### src/rtl/tdd_irq_pkg.sv
package tdd_irq_pkg;
  localparam int unsigned STAT_W = 8;
  localparam int unsigned CTRL_W = 5;

  localparam int unsigned ST_LK   = 7;
  localparam int unsigned ST_RLK  = 6;
  localparam int unsigned ST_ADIR = 5;
  localparam int unsigned ST_SUBF = 4;
  localparam int unsigned ST_FER  = 3;
  localparam int unsigned ST_CER  = 2;
  localparam int unsigned ST_TND  = 1;
  localparam int unsigned ST_RND  = 0;

  typedef struct packed {
    logic sub_en;
    logic tx_en;
    logic rx_en;
    logic master;
    logic test;
  } ctrl_t;

  // {subf, tnd, rnd}
  typedef enum logic [2:0] {
    EV_NONE   = 3'b000,
    EV_TX_SUB = 3'b110,
    EV_RX_SUB = 3'b101,
    EV_TX_END = 3'b010,
    EV_RX_END = 3'b001
  } ev_code_e;
endpackage

### src/rtl/tdd_irq_ctrl_reg.sv
module tdd_irq_ctrl_reg
  import tdd_irq_pkg::*;
(
  input  logic        clk_i,
  input  logic        rst_ni,
  input  logic        we_i,
  input  logic [STAT_W-1:0] wdata_i,
  output ctrl_t       ctrl_o
);
  always_ff @(posedge clk_i or negedge rst_ni) begin
    if (!rst_ni)   ctrl_o <= '0;
    else if (we_i) ctrl_o <= ctrl_t'(wdata_i[CTRL_W-1:0]);
  end

  p_write_r13: assert property (@(posedge clk_i) disable iff (!rst_ni)
    we_i |=> (ctrl_o == ctrl_t'($past(wdata_i[CTRL_W-1:0]))));
endmodule

### src/rtl/tdd_irq_flags.sv
module tdd_irq_flags
  import tdd_irq_pkg::*;
(
  input  logic  clk_i,
  input  logic  rst_ni,
  input  ctrl_t ctrl_i,
  input  logic  rd_i,
  input  logic  tx_sub_i,
  input  logic  rx_sub_i,
  input  logic  tx_end_i,
  input  logic  rx_end_i,
  input  logic  crc_i,
  input  logic  ferr_i,
  output logic  subf_o,
  output logic  tnd_o,
  output logic  rnd_o,
  output logic  fer_o,
  output logic  cer_o,
  output logic  pend_o
);
  ev_code_e code;
  logic     load;
  logic     irq;

  always_comb begin
    code = EV_NONE;
    load = 1'b0;
    if (tx_sub_i && ctrl_i.sub_en && ctrl_i.tx_en) begin
      code = EV_TX_SUB; load = 1'b1;
    end else if (rx_sub_i && ctrl_i.sub_en && ctrl_i.rx_en) begin
      code = EV_RX_SUB; load = 1'b1;
    end else if (tx_end_i && ctrl_i.tx_en) begin
      code = EV_TX_END; load = 1'b1;
    end else if (rx_end_i && ctrl_i.rx_en) begin
      code = EV_RX_END; load = 1'b1;
    end
    irq = load || (ferr_i && ctrl_i.rx_en);
  end

  always_ff @(posedge clk_i or negedge rst_ni) begin
    if (!rst_ni) begin
      {subf_o, tnd_o, rnd_o} <= EV_NONE;
      fer_o  <= 1'b0;
      cer_o  <= 1'b0;
      pend_o <= 1'b0;
    end else begin
      if (load)      {subf_o, tnd_o, rnd_o} <= code;
      else if (rd_i) {subf_o, tnd_o, rnd_o} <= EV_NONE;
      if (ferr_i)    fer_o <= 1'b1;
      else if (rd_i) fer_o <= 1'b0;
      if (crc_i)     cer_o <= 1'b1;
      else if (rd_i) cer_o <= 1'b0;
      if (irq)       pend_o <= 1'b1;
      else if (rd_i) pend_o <= 1'b0;
    end
  end

  p_one_event_r2: assert property (@(posedge clk_i) disable iff (!rst_ni)
    $onehot0({tx_sub_i, rx_sub_i, tx_end_i, rx_end_i}));
  p_tx_sub_code_r2: assert property (@(posedge clk_i) disable iff (!rst_ni)
    (tx_sub_i && ctrl_i.sub_en && ctrl_i.tx_en) |=> (subf_o && tnd_o && !rnd_o && pend_o));
  p_rx_sub_code_r3: assert property (@(posedge clk_i) disable iff (!rst_ni)
    (rx_sub_i && ctrl_i.sub_en && ctrl_i.rx_en) |=> (subf_o && !tnd_o && rnd_o && pend_o));
  p_gated_r5: assert property (@(posedge clk_i) disable iff (!rst_ni)
    (tx_sub_i && !(ctrl_i.sub_en && ctrl_i.tx_en) && !rd_i && !ferr_i)
      |=> ($stable({subf_o, tnd_o, rnd_o}) && $stable(pend_o)));
  p_fer_set_r6: assert property (@(posedge clk_i) disable iff (!rst_ni)
    ferr_i |=> fer_o);
  p_read_clear_r8: assert property (@(posedge clk_i) disable iff (!rst_ni)
    (rd_i && !tx_sub_i && !rx_sub_i && !tx_end_i && !rx_end_i && !crc_i && !ferr_i)
      |=> (!subf_o && !tnd_o && !rnd_o && !fer_o && !cer_o && !pend_o));
  p_event_wins_r9: assert property (@(posedge clk_i) disable iff (!rst_ni)
    (rd_i && crc_i) |=> cer_o);
endmodule

### src/rtl/tdd_irq_pins.sv
module tdd_irq_pins #(
  parameter int unsigned SYNC_STAGES = 1
) (
  input  logic clk_i,
  input  logic rst_ni,
  input  logic any_ev_i,
  input  logic rx_end_i,
  input  logic uid_det_i,
  input  logic ant_sw_i,
  input  logic lock_i,
  input  logic rlock_i,
  output logic lk_o,
  output logic rlk_o,
  output logic adir_o,
  output logic id_det_o
);
  localparam int unsigned NS = (SYNC_STAGES < 1) ? 1 : SYNC_STAGES;

  logic [1:0] sync_q [NS];
  logic       uid_seen_q;

  for (genvar g = 0; g < NS; g++) begin : g_sync
    always_ff @(posedge clk_i or negedge rst_ni) begin
      if (!rst_ni) sync_q[g] <= 2'b00;
      else         sync_q[g] <= (g == 0) ? {lock_i, rlock_i} : sync_q[(g == 0) ? 0 : g-1];
    end
  end
  assign {lk_o, rlk_o} = sync_q[NS-1];

  always_ff @(posedge clk_i or negedge rst_ni) begin
    if (!rst_ni) begin
      adir_o     <= 1'b0;
      uid_seen_q <= 1'b0;
      id_det_o   <= 1'b0;
    end else begin
      if (any_ev_i) adir_o <= ant_sw_i;
      if (rx_end_i) begin
        id_det_o   <= uid_seen_q | uid_det_i;
        uid_seen_q <= 1'b0;
      end else if (uid_det_i) begin
        uid_seen_q <= 1'b1;
      end
    end
  end

  p_id_det_r10: assert property (@(posedge clk_i) disable iff (!rst_ni)
    (rx_end_i && uid_det_i) |=> id_det_o);
  p_id_hold_r10: assert property (@(posedge clk_i) disable iff (!rst_ni)
    !rx_end_i |=> $stable(id_det_o));
  p_adir_r11: assert property (@(posedge clk_i) disable iff (!rst_ni)
    any_ev_i |=> (adir_o == $past(ant_sw_i)));
endmodule

### src/rtl/tdd_irq_status.sv
module tdd_irq_status
  import tdd_irq_pkg::*;
#(
  parameter int unsigned SYNC_STAGES = 1
) (
  input  logic              clk_i,
  input  logic              rst_ni,
  input  logic              ctrl_we_i,
  input  logic [STAT_W-1:0] ctrl_wdata_i,
  input  logic              stat_rd_i,
  input  logic              tx_sub_end_i,
  input  logic              rx_sub_end_i,
  input  logic              tx_frame_end_i,
  input  logic              rx_frame_end_i,
  input  logic              crc_err_i,
  input  logic              frame_err_i,
  input  logic              uid_det_i,
  input  logic              lock_i,
  input  logic              rlock_i,
  input  logic              ant_sw_i,
  output logic [STAT_W-1:0] status_o,
  output logic              intr_no,
  output logic              cer_no,
  output logic              id_det_no,
  output logic              master_o,
  output logic              test_mode_o
);
  ctrl_t ctrl;
  logic  subf, tnd, rnd, fer, cer, pend;
  logic  lk, rlk, adir, id_det;
  logic  any_ev;

  assign any_ev = tx_sub_end_i | rx_sub_end_i | tx_frame_end_i | rx_frame_end_i;

  tdd_irq_ctrl_reg u_ctrl (
    .clk_i   (clk_i),
    .rst_ni  (rst_ni),
    .we_i    (ctrl_we_i),
    .wdata_i (ctrl_wdata_i),
    .ctrl_o  (ctrl)
  );

  tdd_irq_flags u_flags (
    .clk_i    (clk_i),
    .rst_ni   (rst_ni),
    .ctrl_i   (ctrl),
    .rd_i     (stat_rd_i),
    .tx_sub_i (tx_sub_end_i),
    .rx_sub_i (rx_sub_end_i),
    .tx_end_i (tx_frame_end_i),
    .rx_end_i (rx_frame_end_i),
    .crc_i    (crc_err_i),
    .ferr_i   (frame_err_i),
    .subf_o   (subf),
    .tnd_o    (tnd),
    .rnd_o    (rnd),
    .fer_o    (fer),
    .cer_o    (cer),
    .pend_o   (pend)
  );

  tdd_irq_pins #(.SYNC_STAGES(SYNC_STAGES)) u_pins (
    .clk_i     (clk_i),
    .rst_ni    (rst_ni),
    .any_ev_i  (any_ev),
    .rx_end_i  (rx_frame_end_i),
    .uid_det_i (uid_det_i),
    .ant_sw_i  (ant_sw_i),
    .lock_i    (lock_i),
    .rlock_i   (rlock_i),
    .lk_o      (lk),
    .rlk_o     (rlk),
    .adir_o    (adir),
    .id_det_o  (id_det)
  );

  always_comb begin
    status_o          = '0;
    status_o[ST_LK]   = lk;
    status_o[ST_RLK]  = rlk;
    status_o[ST_ADIR] = adir;
    status_o[ST_SUBF] = subf;
    status_o[ST_FER]  = fer;
    status_o[ST_CER]  = cer;
    status_o[ST_TND]  = tnd;
    status_o[ST_RND]  = rnd;
  end

  assign intr_no     = ~pend;
  assign cer_no      = ~cer;
  assign id_det_no   = ~id_det;
  assign master_o    = ctrl.master;
  assign test_mode_o = ctrl.test;

  p_read_keeps_r8: assert property (@(posedge clk_i) disable iff (!rst_ni)
    (stat_rd_i && !any_ev) |=> (status_o[ST_ADIR] == $past(status_o[ST_ADIR])));
  p_cer_pin_r7: assert property (@(posedge clk_i) disable iff (!rst_ni)
    crc_err_i |=> !cer_no);
endmodule

### config.mk
export PLATFORM = sky130hd
export DESIGN_NAME = tdd_irq_status
export DESIGN_NICKNAME = d
export VERILOG_FILES = /design/src/rtl/tdd_irq_pkg.sv /design/src/rtl/tdd_irq_ctrl_reg.sv /design/src/rtl/tdd_irq_flags.sv /design/src/rtl/tdd_irq_pins.sv /design/src/rtl/tdd_irq_status.sv
export SDC_FILE = /design/constraint.sdc
export NUM_CORES = 1
export LEC_CHECK = 0
export ABC_AREA = 1
export CAP_MARGIN = 10
export CORE_MARGIN = 2
export CORE_UTILIZATION = 44
export CTS_BUF_LIST = sky130_fd_sc_hd__clkbuf_2
export DETAILED_ROUTE_END_ITERATION = 8
export PLACE_DENSITY = 0.87
export SETUP_SLACK_MARGIN = 0.02
export SYNTH_ARGS = -nofsm -noshare
export SYNTH_HDL_FRONTEND = slang
export SYNTH_SLANG_ARGS = --single-unit
### constraint.sdc
create_clock -name clk_i -period 1.64 [get_ports clk_i]
set_input_delay 0.246 -clock clk_i [delete_from_list [all_inputs] [get_ports clk_i]]
set_output_delay 0.246 -clock clk_i [all_outputs]
set_load 0.005 [all_outputs]
* Word level (Yosys, flattened, before mapping)
Index checks and enable logic that the tools add are counted.
** Storage, ports and cells
- Flip-flop bits (word level) :: 16
- Output and inout bits :: 13
- Latch bits :: 0
- Bits of input ports :: 22
- Bits in read-only memories :: 0
- RAM bits :: 0
- Memories :: 0
- Word-level logic and storage cells :: 52
** Operators by class
- Multiply operators :: 0
- Divide/modulo/power cells :: 0
- Eq/ne operators :: 0
- Reductions and logical operators :: 13
- Multiplexer cells :: 17
- Shift operators :: 0
- $lt $le $gt $ge :: 0
- Add/subtract/negate cells :: 0
- Bitwise logic cells :: 7
** Operator list (count)
- 2-to-1 mux 1 bit :: 14
- nonzero test 2 bit :: 5
- 2-to-1 mux 3 bit :: 3
- logical AND 1 bit :: 7
- bitwise OR 1 bit :: 4
- inverter 1 bit :: 3
- logical OR 1 bit :: 1

* Depth between registers and ports, before layout
Gate-level depths: netlist of the first run.
- Depth after elaboration :: 7
- Mapped depth :: 6
- Gate-level depth less buffers :: 6

* Hierarchy
Synthesis of the first run repeated with hierarchy kept, for this count alone.
** Unflattened totals
- Cells, all modules :: 80
- Area, all modules :: 710.7 um2
** By module, submodules not included
- tdd_irq_flags :: area an instance 281.5 um2, times used 1, cells an instance 31, seq. area each 150.1 um2
- tdd_irq_ctrl_reg :: area an instance 185.2 um2, times used 1, cells an instance 21, seq. area each 125.1 um2
- tdd_irq_pins :: area an instance 161.4 um2, times used 1, cells an instance 14, seq. area each 125.1 um2
- tdd_irq_status :: area an instance 82.6 um2, times used 1, cells an instance 14, seq. area each 0.0 um2

* Least setup slack after synthesis of the first run
OpenSTA, ideal clock, no wires.
- Kind :: register -> register
- Start :: register u_ctrl.ctrl_o[4] in the netlist's numbering
- End :: register u_flags.rnd_o
- Required time :: 1.522 ns
- Setup time :: 0.118 ns
- Data arrival time :: 0.728 ns
- Cell stages (with the launch flop) :: 7
- Buffers on the path :: 0
- Period minus slack after synthesis :: 0.846 ns
- Setup slack :: 0.794 ns
- Path through :: dfrtp_1 > nand2_1 > nand2_1 > nand2_2 > inv_1 > nand2_1 > nand2_1
** On the way
- Longest elaborated chain between the ends :: 5
- Elaborated cells between the ends (all ways) :: 10
- Those cells by class :: mux: 5; reduce/logical: 5
** RTL lines
- start, declared :: RTL line tdd_irq_ctrl_reg.sv:8 : output ctrl_t ctrl_o
- start signal, assigned :: RTL line tdd_irq_ctrl_reg.sv:12 : else if (we_i) ctrl_o <= ctrl_t'(wdata_i[CTRL_W-1:0]);
- logical AND 1 bit (2 in a row) :: RTL line tdd_irq_flags.sv:30 : end else if (rx_sub_i && ctrl_i.sub_en && ctrl_i.rx_en) begin
- 2-to-1 mux 3 bit / 2-to-1 mux 1 bit (equally long branches) :: RTL line tdd_irq_flags.sv:30
- 2-to-1 mux 3 bit / 2-to-1 mux 1 bit (equally long branches) :: RTL line tdd_irq_flags.sv:28 : if (tx_sub_i && ctrl_i.sub_en && ctrl_i.tx_en) begin
- 2-to-1 mux 1 bit / nonzero test 2 bit (equally long branches)
- end signal, assigned :: RTL line tdd_irq_flags.sv:47 : if (load) {subf_o, tnd_o, rnd_o} <= code;
- end, declared :: RTL line tdd_irq_flags.sv:16 : output logic rnd_o,
Parallel ways exist; a longest one is shown, timed or not.
A chain may end at the register's enable or synchronous reset.

* Worst setup path after layout of the first run
- Start :: register u_flags.cer_o
- End :: output port cer_no
** On the way
- Longest elaborated chain between the ends :: 1
** RTL lines
- start, declared :: RTL line tdd_irq_flags.sv:18 : output logic cer_o,
- start signal, assigned :: RTL line tdd_irq_flags.sv:44 : cer_o <= 1'b0;
- start signal, assigned :: RTL line tdd_irq_flags.sv:51 : if (crc_i) cer_o <= 1'b1;
- start signal, assigned :: RTL line tdd_irq_flags.sv:52 : else if (rd_i) cer_o <= 1'b0;
- inverter 1 bit :: RTL line tdd_irq_status.sv:90 : assign cer_no = ~cer;
- end, declared :: RTL line tdd_irq_status.sv:23 : output logic cer_no,
Every way passes these cells.

==> results.toml, run 1 <==
[status]
status = "complete, no violations"

[worst_setup_path]
worst-setup-path-type = "reg2out"
crit_required_ps = 1390
arrival_ps = 1220
r2r_start = "u_ctrl.ctrl_o[4]"
reg2reg_to = "u_flags.tnd_o"
r2r_slack_ps = 680
crit_path_start_kind = "register"
reg2reg_depth = 5
critPathCaptureType = "output port"
crit_path_max_fanout = 2

[sta]
hold_viol = 0
setup_violations = 0
finalMaxSlewViolations = 0
setup_tns_ps = 0
slew_headroom = 0.852
min_period_ps = 1460
fin_skew_ps = 0.162
whs_ps = 288
max_freq_mhz = 683
worst_pin_slew_ps = 221
period_share = 0.893
fin_ws_ps = 175
rsz0062_at_grt = "no"

[route]
drt_iter0_drc = 2
dr.pass1.iters = 4
drc = 0
vias = 546
drtAntennaViolNets = 0
wl_mm = 1.33
top_layer = "met4"
dr_wl_met3_um = 84
wl_per_cell_um = 11.6
wl_met2_um = 735
avgViaCountPerCell = 4.79
wl_met1_um = 498

[synthesis]
synth_area_leaders = "dfrtp_1, buf_4, nand2_1, mux2_2, inv_1"
synth.most_common_cell = "dfrtp_1"
synth_top_area_cell = "dfrtp_1"
synth_cells = 71
synthDistinctLibCells = 13
synthTopCellsByCount = "dfrtp_1, nand2_1, inv_1"
synth_flop_cell = "dfrtp_1"
yosysWarnings = 0
postSynthAreaPerCell_um2 = 9.96
synthArstFlopShare = 1.00
ys_ff_latch = 16
netlist_area_um2 = 707
synth_nets = 93
ys_seq_area_frac = 0.566
netlist.area_leader.share = 0.566
synth-edff-count = 0

[placed_design]
hpwlAfterDp_mm = 1.08
place_inst = 111
place_congestion = 0.758
post_dp_cell_area_um2 = 985
post-place-ws_ps = 308
io_buffers = 31

[cts]
cts_inserted_buffers = 3
h-tree-depth = 1
cts_tree = "built"
cts-root-buf = "clkbuf_2"
post_cts_resize_count = 0
cts_hold_buffers = 0
clk_pin_slew_ps = 130
clk_path_buf_depth = 2
cts_setup_buffers = 0
cts.sinks = 16
clk_latency_ps = 260

[final_layout]
diodes = 0
area_delta_synth_final_pct = 41.4
seq_area_um2 = 400
multi_input_area_um2 = 209
fin_area_um2 = 1000
final_util = 0.664
fill_cells = 128
nNetsFinal = 122
drive_gt1_frac = 0.122
fin_cells = 114

[floorplan]
fp.dieW_um = 44.1
die_area_um2 = 1940
start_util = 0.469
die_y_um = 44.1
rows = 14
core_area_um2 = 1510
boundaryPins = 35

[worst_hold_path]
hold_path_class = "in2async"

[grt]
grt_max_degree = 17
grt_pass1_vias = 510
grt_first_pass_wirelength_mm = 2.17
gr-total-overflow = 0
grt_usage = 0.157
antenna_found_initial = 0

[power]
peakVddDrop_mv = 0.546
p_leak_nw = 0.476
power.density_nw_per_um2 = 794
totalPowerFinal_mw = 0.794

[flow_run]
cap_violations = 0
[critical path, stage by stage, from the launching register on]
cell,delay [ps]
dfrtp_1,390
inv_1,70
clkdlybuf4s50_1,490
[per-layer routing]
layer,global-route usage,up-vias
met5,0,-
met4,0.0909,0
met3,0.0286,2
met2,0.276,18
met1,0.176,253
li1,-,273
[state kept, by name (all words and copies together) (netlist names)]
register	flops
u_ctrl.ctrl_o	5
u_pins.sync_q	2
u_flags.cer_o	1
u_flags.fer_o	1
u_flags.pend_o	1
u_flags.rnd_o	1
u_flags.subf_o	1
u_flags.tnd_o	1
u_pins.adir_o	1
u_pins.id_det_o	1
u_pins.uid_seen_q	1
[cells by family after synthesis]
group,count (synthesis),share of synthesized area
flops,16,0.566
compound gates,7,0.0620
buf+inv,18,0.138
mux,4,0.0637
simple gates,26,0.170
[power by group]
part	total (mW)	internal, mW	switching [mW]
Clock	0.154	0.0499	0.104
Sequential	0.455	0.431	0.0235
Combinational	0.186	0.118	0.0677
[cell usage in the layout (no fill, tap or decap), drive strengths merged]
cell	count
clkbuf	3
inv	10
dfrtp	16
nand2	16
mux2	4
nand4	5
clkdlybuf4s50	31
buf	1
a21o	1
nand3	2
o21bai	1
o21ai	4
nor2	3
a21oi	1
[worst max-delay path by stage]
stage | endpoint | slack [ps] | cells after the start | from
6_report | cer_no | 180 | 2 | u_flags.cer_o
3_5_place_dp | u_ctrl.ctrl_o[1] | 310 | 2 | ctrl_we_i
3_3_place_gp | u_ctrl.ctrl_o[0] | 330 | 2 | ctrl_we_i
5_1_grt | cer_no | 100 | 2 | u_flags.cer_o
2_1_floorplan | u_flags.rnd_o | 790 | 6 | u_ctrl.ctrl_o[4]
4_1_cts | cer_no | 150 | 2 | u_flags.cer_o
[cell type report]
class                      instances  area share
timing repair buffer              32       0.318
sequential                        16       0.401
inverter                          10      0.0375
multi-input combinational         37       0.209
clock buffer                       3      0.0150
tap                               16      0.0200
(Power assumes the default switching activity.)
==> inputs of run 2 (changes only) <==
Settings changed: CORE_UTILIZATION 44 to 40, PLACE_DENSITY 0.87 to 0.8.
Clock period 1.64 ns to 1.4 ns, I/O delays scaled along.
==> run 2 against run 1 <==
  * Core utilization shrank 2.9 points
  * Count of clock-buffer cells in the layout is the same
  * Die area grew 9.1%
  * Clock power grew 36%
  * Sequential cell count is the same
  * Register-to-register slack lost 240 ps
  * Sequential share of layout area shrank 2.7 points
==> results.toml, run 2 (same netlist as run 1, synthesis figures left out) <==
[final_layout]
final_common_cell = "clkdlybuf4s50_1"
fin_area_um2 = 1070
layout_common_cells = "clkdlybuf4s50_1, dfrtp_1, nand2_1"
nNetsFinal = 130
fin_cells = 124
final_util = 0.635
diodes = 0
area_delta_synth_final_pct = 51.7
fill_cells = 144
largest_register_ffs = 5
drive_gt1_frac = 0.187
top_regs = "u_ctrl.ctrl_o x5, u_pins.sync_q x2"
regMostFlops = "u_ctrl.ctrl_o"

[placed_design]
place_inst = 112
place_congestion = 0.749
io_buffers = 31
post_dp_cell_area_um2 = 986
hpwlAfterDp_mm = 1.07

[sta]
setup_violations = 0
max_freq_mhz = 767
rsz0062_at_grt = "no"
finalMaxSlewViolations = 0
worst_pin_slew_ps = 243
hold_viol = 0
setup_tns_ps = 0
min_period_ps = 1300
whs_ps = 214
slew_headroom = 0.837
period_share = 0.931
fin_skew_ps = 0.487

[grt]
grt_first_pass_wirelength_mm = 2.35
grt_pass1_vias = 564
grt_usage = 0.162
grt_max_degree = 17
antenna_found_initial = 0
gr-total-overflow = 0

[power]
power.density_nw_per_um2 = 910
switching_share = 0.268
peakVddDrop_mv = 0.536
power.switching_mw = 0.262
clkPwrFrac = 0.215
pwr-share-comb = 0.241
p_leak_nw = 0.580
p_int_mw = 0.714
p_seq_frac = 0.544

[cts]
h-tree-depth = 1
cts_tree = "built"
clk_pin_slew_ps = 150
cts-root-buf = "clkbuf_2"
clk_path_buf_depth = 2
cts_inserted_buffers = 3
cts.sinks = 16
clk_latency_ps = 290

[floorplan]
core_area_um2 = 1690
rows = 15
boundaryPins = 35
die_y_um = 46.0
fp.dieW_um = 46.0
die_area_um2 = 2120
start_util = 0.419

[route]
wl_mm = 1.51
vias = 597
drtAntennaViolNets = 0
wl_per_cell_um = 12.1
drc = 0
avgViaCountPerCell = 4.81
dr.pass1.iters = 4
drt_iter0_drc = 5

[status]
status = "complete, no violations"

[worst_setup_path]
crit_path_start_kind = "register"
worst-setup-path-type = "reg2out"
crit_path_max_fanout = 2
critPathCaptureType = "output port"
crit_required_ps = 1190
arrival_ps = 1090

[flow_run]
cap_violations = 0

[worst_hold_path]
hold_path_class = "in2async"
run 2: cell types whose count changed in the layout (fill, tap and decap cells not counted), sizes merged:
cell and change:
buf +8, clkdlybuf4s15 +1, clkdlybuf4s50 -13, clkinv +1, dlygate4sd2 +6, dlymetal6s2s +6
run 2: what timing repair did:
item | 4_1_cts | 5_1_grt
setup endpoints to repair | 9 | 7
hold buffers | 0 | 0
setup buffers | 7 | 1
endpoints found under the hold margin | 0 | 0
gates resized for setup | 7 | 7
run 2: metal layers:
| metal | track usage | vias to the layer above | part of all wire |
|---|---|---|---|
| li1 | - | 291 | - |
| met1 | 0.178 | 283 | 0.38 |
| met2 | 0.283 | 18 | 0.55 |
| met3 | 0.0397 | 5 | 0.054 |
| met4 | 0.0857 | 0 | 0.018 |
| met5 | 0 | - | 0 |
run 2: final timing paths:
kind | from | slack [ps] | cells after the start | endpoint
min | rst_ni | 210 | 2 | u_flags.fer_o
max in group asynchronous | rst_ni | 1020 | 2 | u_pins.uid_seen_q
max reg2reg | u_ctrl.ctrl_o[4] | 440 | 5 | u_flags.tnd_o
min in group clk_i | lock_i | 340 | 1 | u_pins.sync_q[1]
max | u_flags.cer_o | 100 | 3 | cer_no
min reg2reg | u_flags.fer_o | 490 | 1 | u_flags.fer_o
run 2: worst max-delay path: stages, from the launching register on:
cell	delay (ps)
dfrtp_1	400
buf_4	130
inv_1	70
clkdlybuf4s15_1	200
run 2: stage by stage:
step | setup WS [ps] | power (mW)
after floorplan | 554 | 0.637
after global placement | 114 | 0.752
after detailed placement | 76.7 | 0.761
after CTS | 22.2 | 0.979
after global routing | 20.0 | 1.03
final | 96.0 | 0.976
run 2: power groups by stage:
stage / clock [mW] / combinational [mW] / sequential, mW
6_report: 0.210 / 0.235 / 0.531
3_5_place_dp: 0 / 0.219 / 0.542
3_3_place_gp: 0 / 0.213 / 0.540
2_1_floorplan: 0 / 0.100 / 0.536
5_1_grt: 0.237 / 0.260 / 0.538
4_1_cts: 0.212 / 0.236 / 0.530
run 2: layout make-up:
class                      instances  area [um^2]  share of cell area
inverter                          10         37.5              0.0350
sequential                        16          400               0.373
timing repair buffer              40          385               0.359
tap                               17         21.3              0.0198
clock buffer                       3         15.0              0.0140
clock inverter                     1         3.75             0.00350
multi-input combinational         37          209               0.195
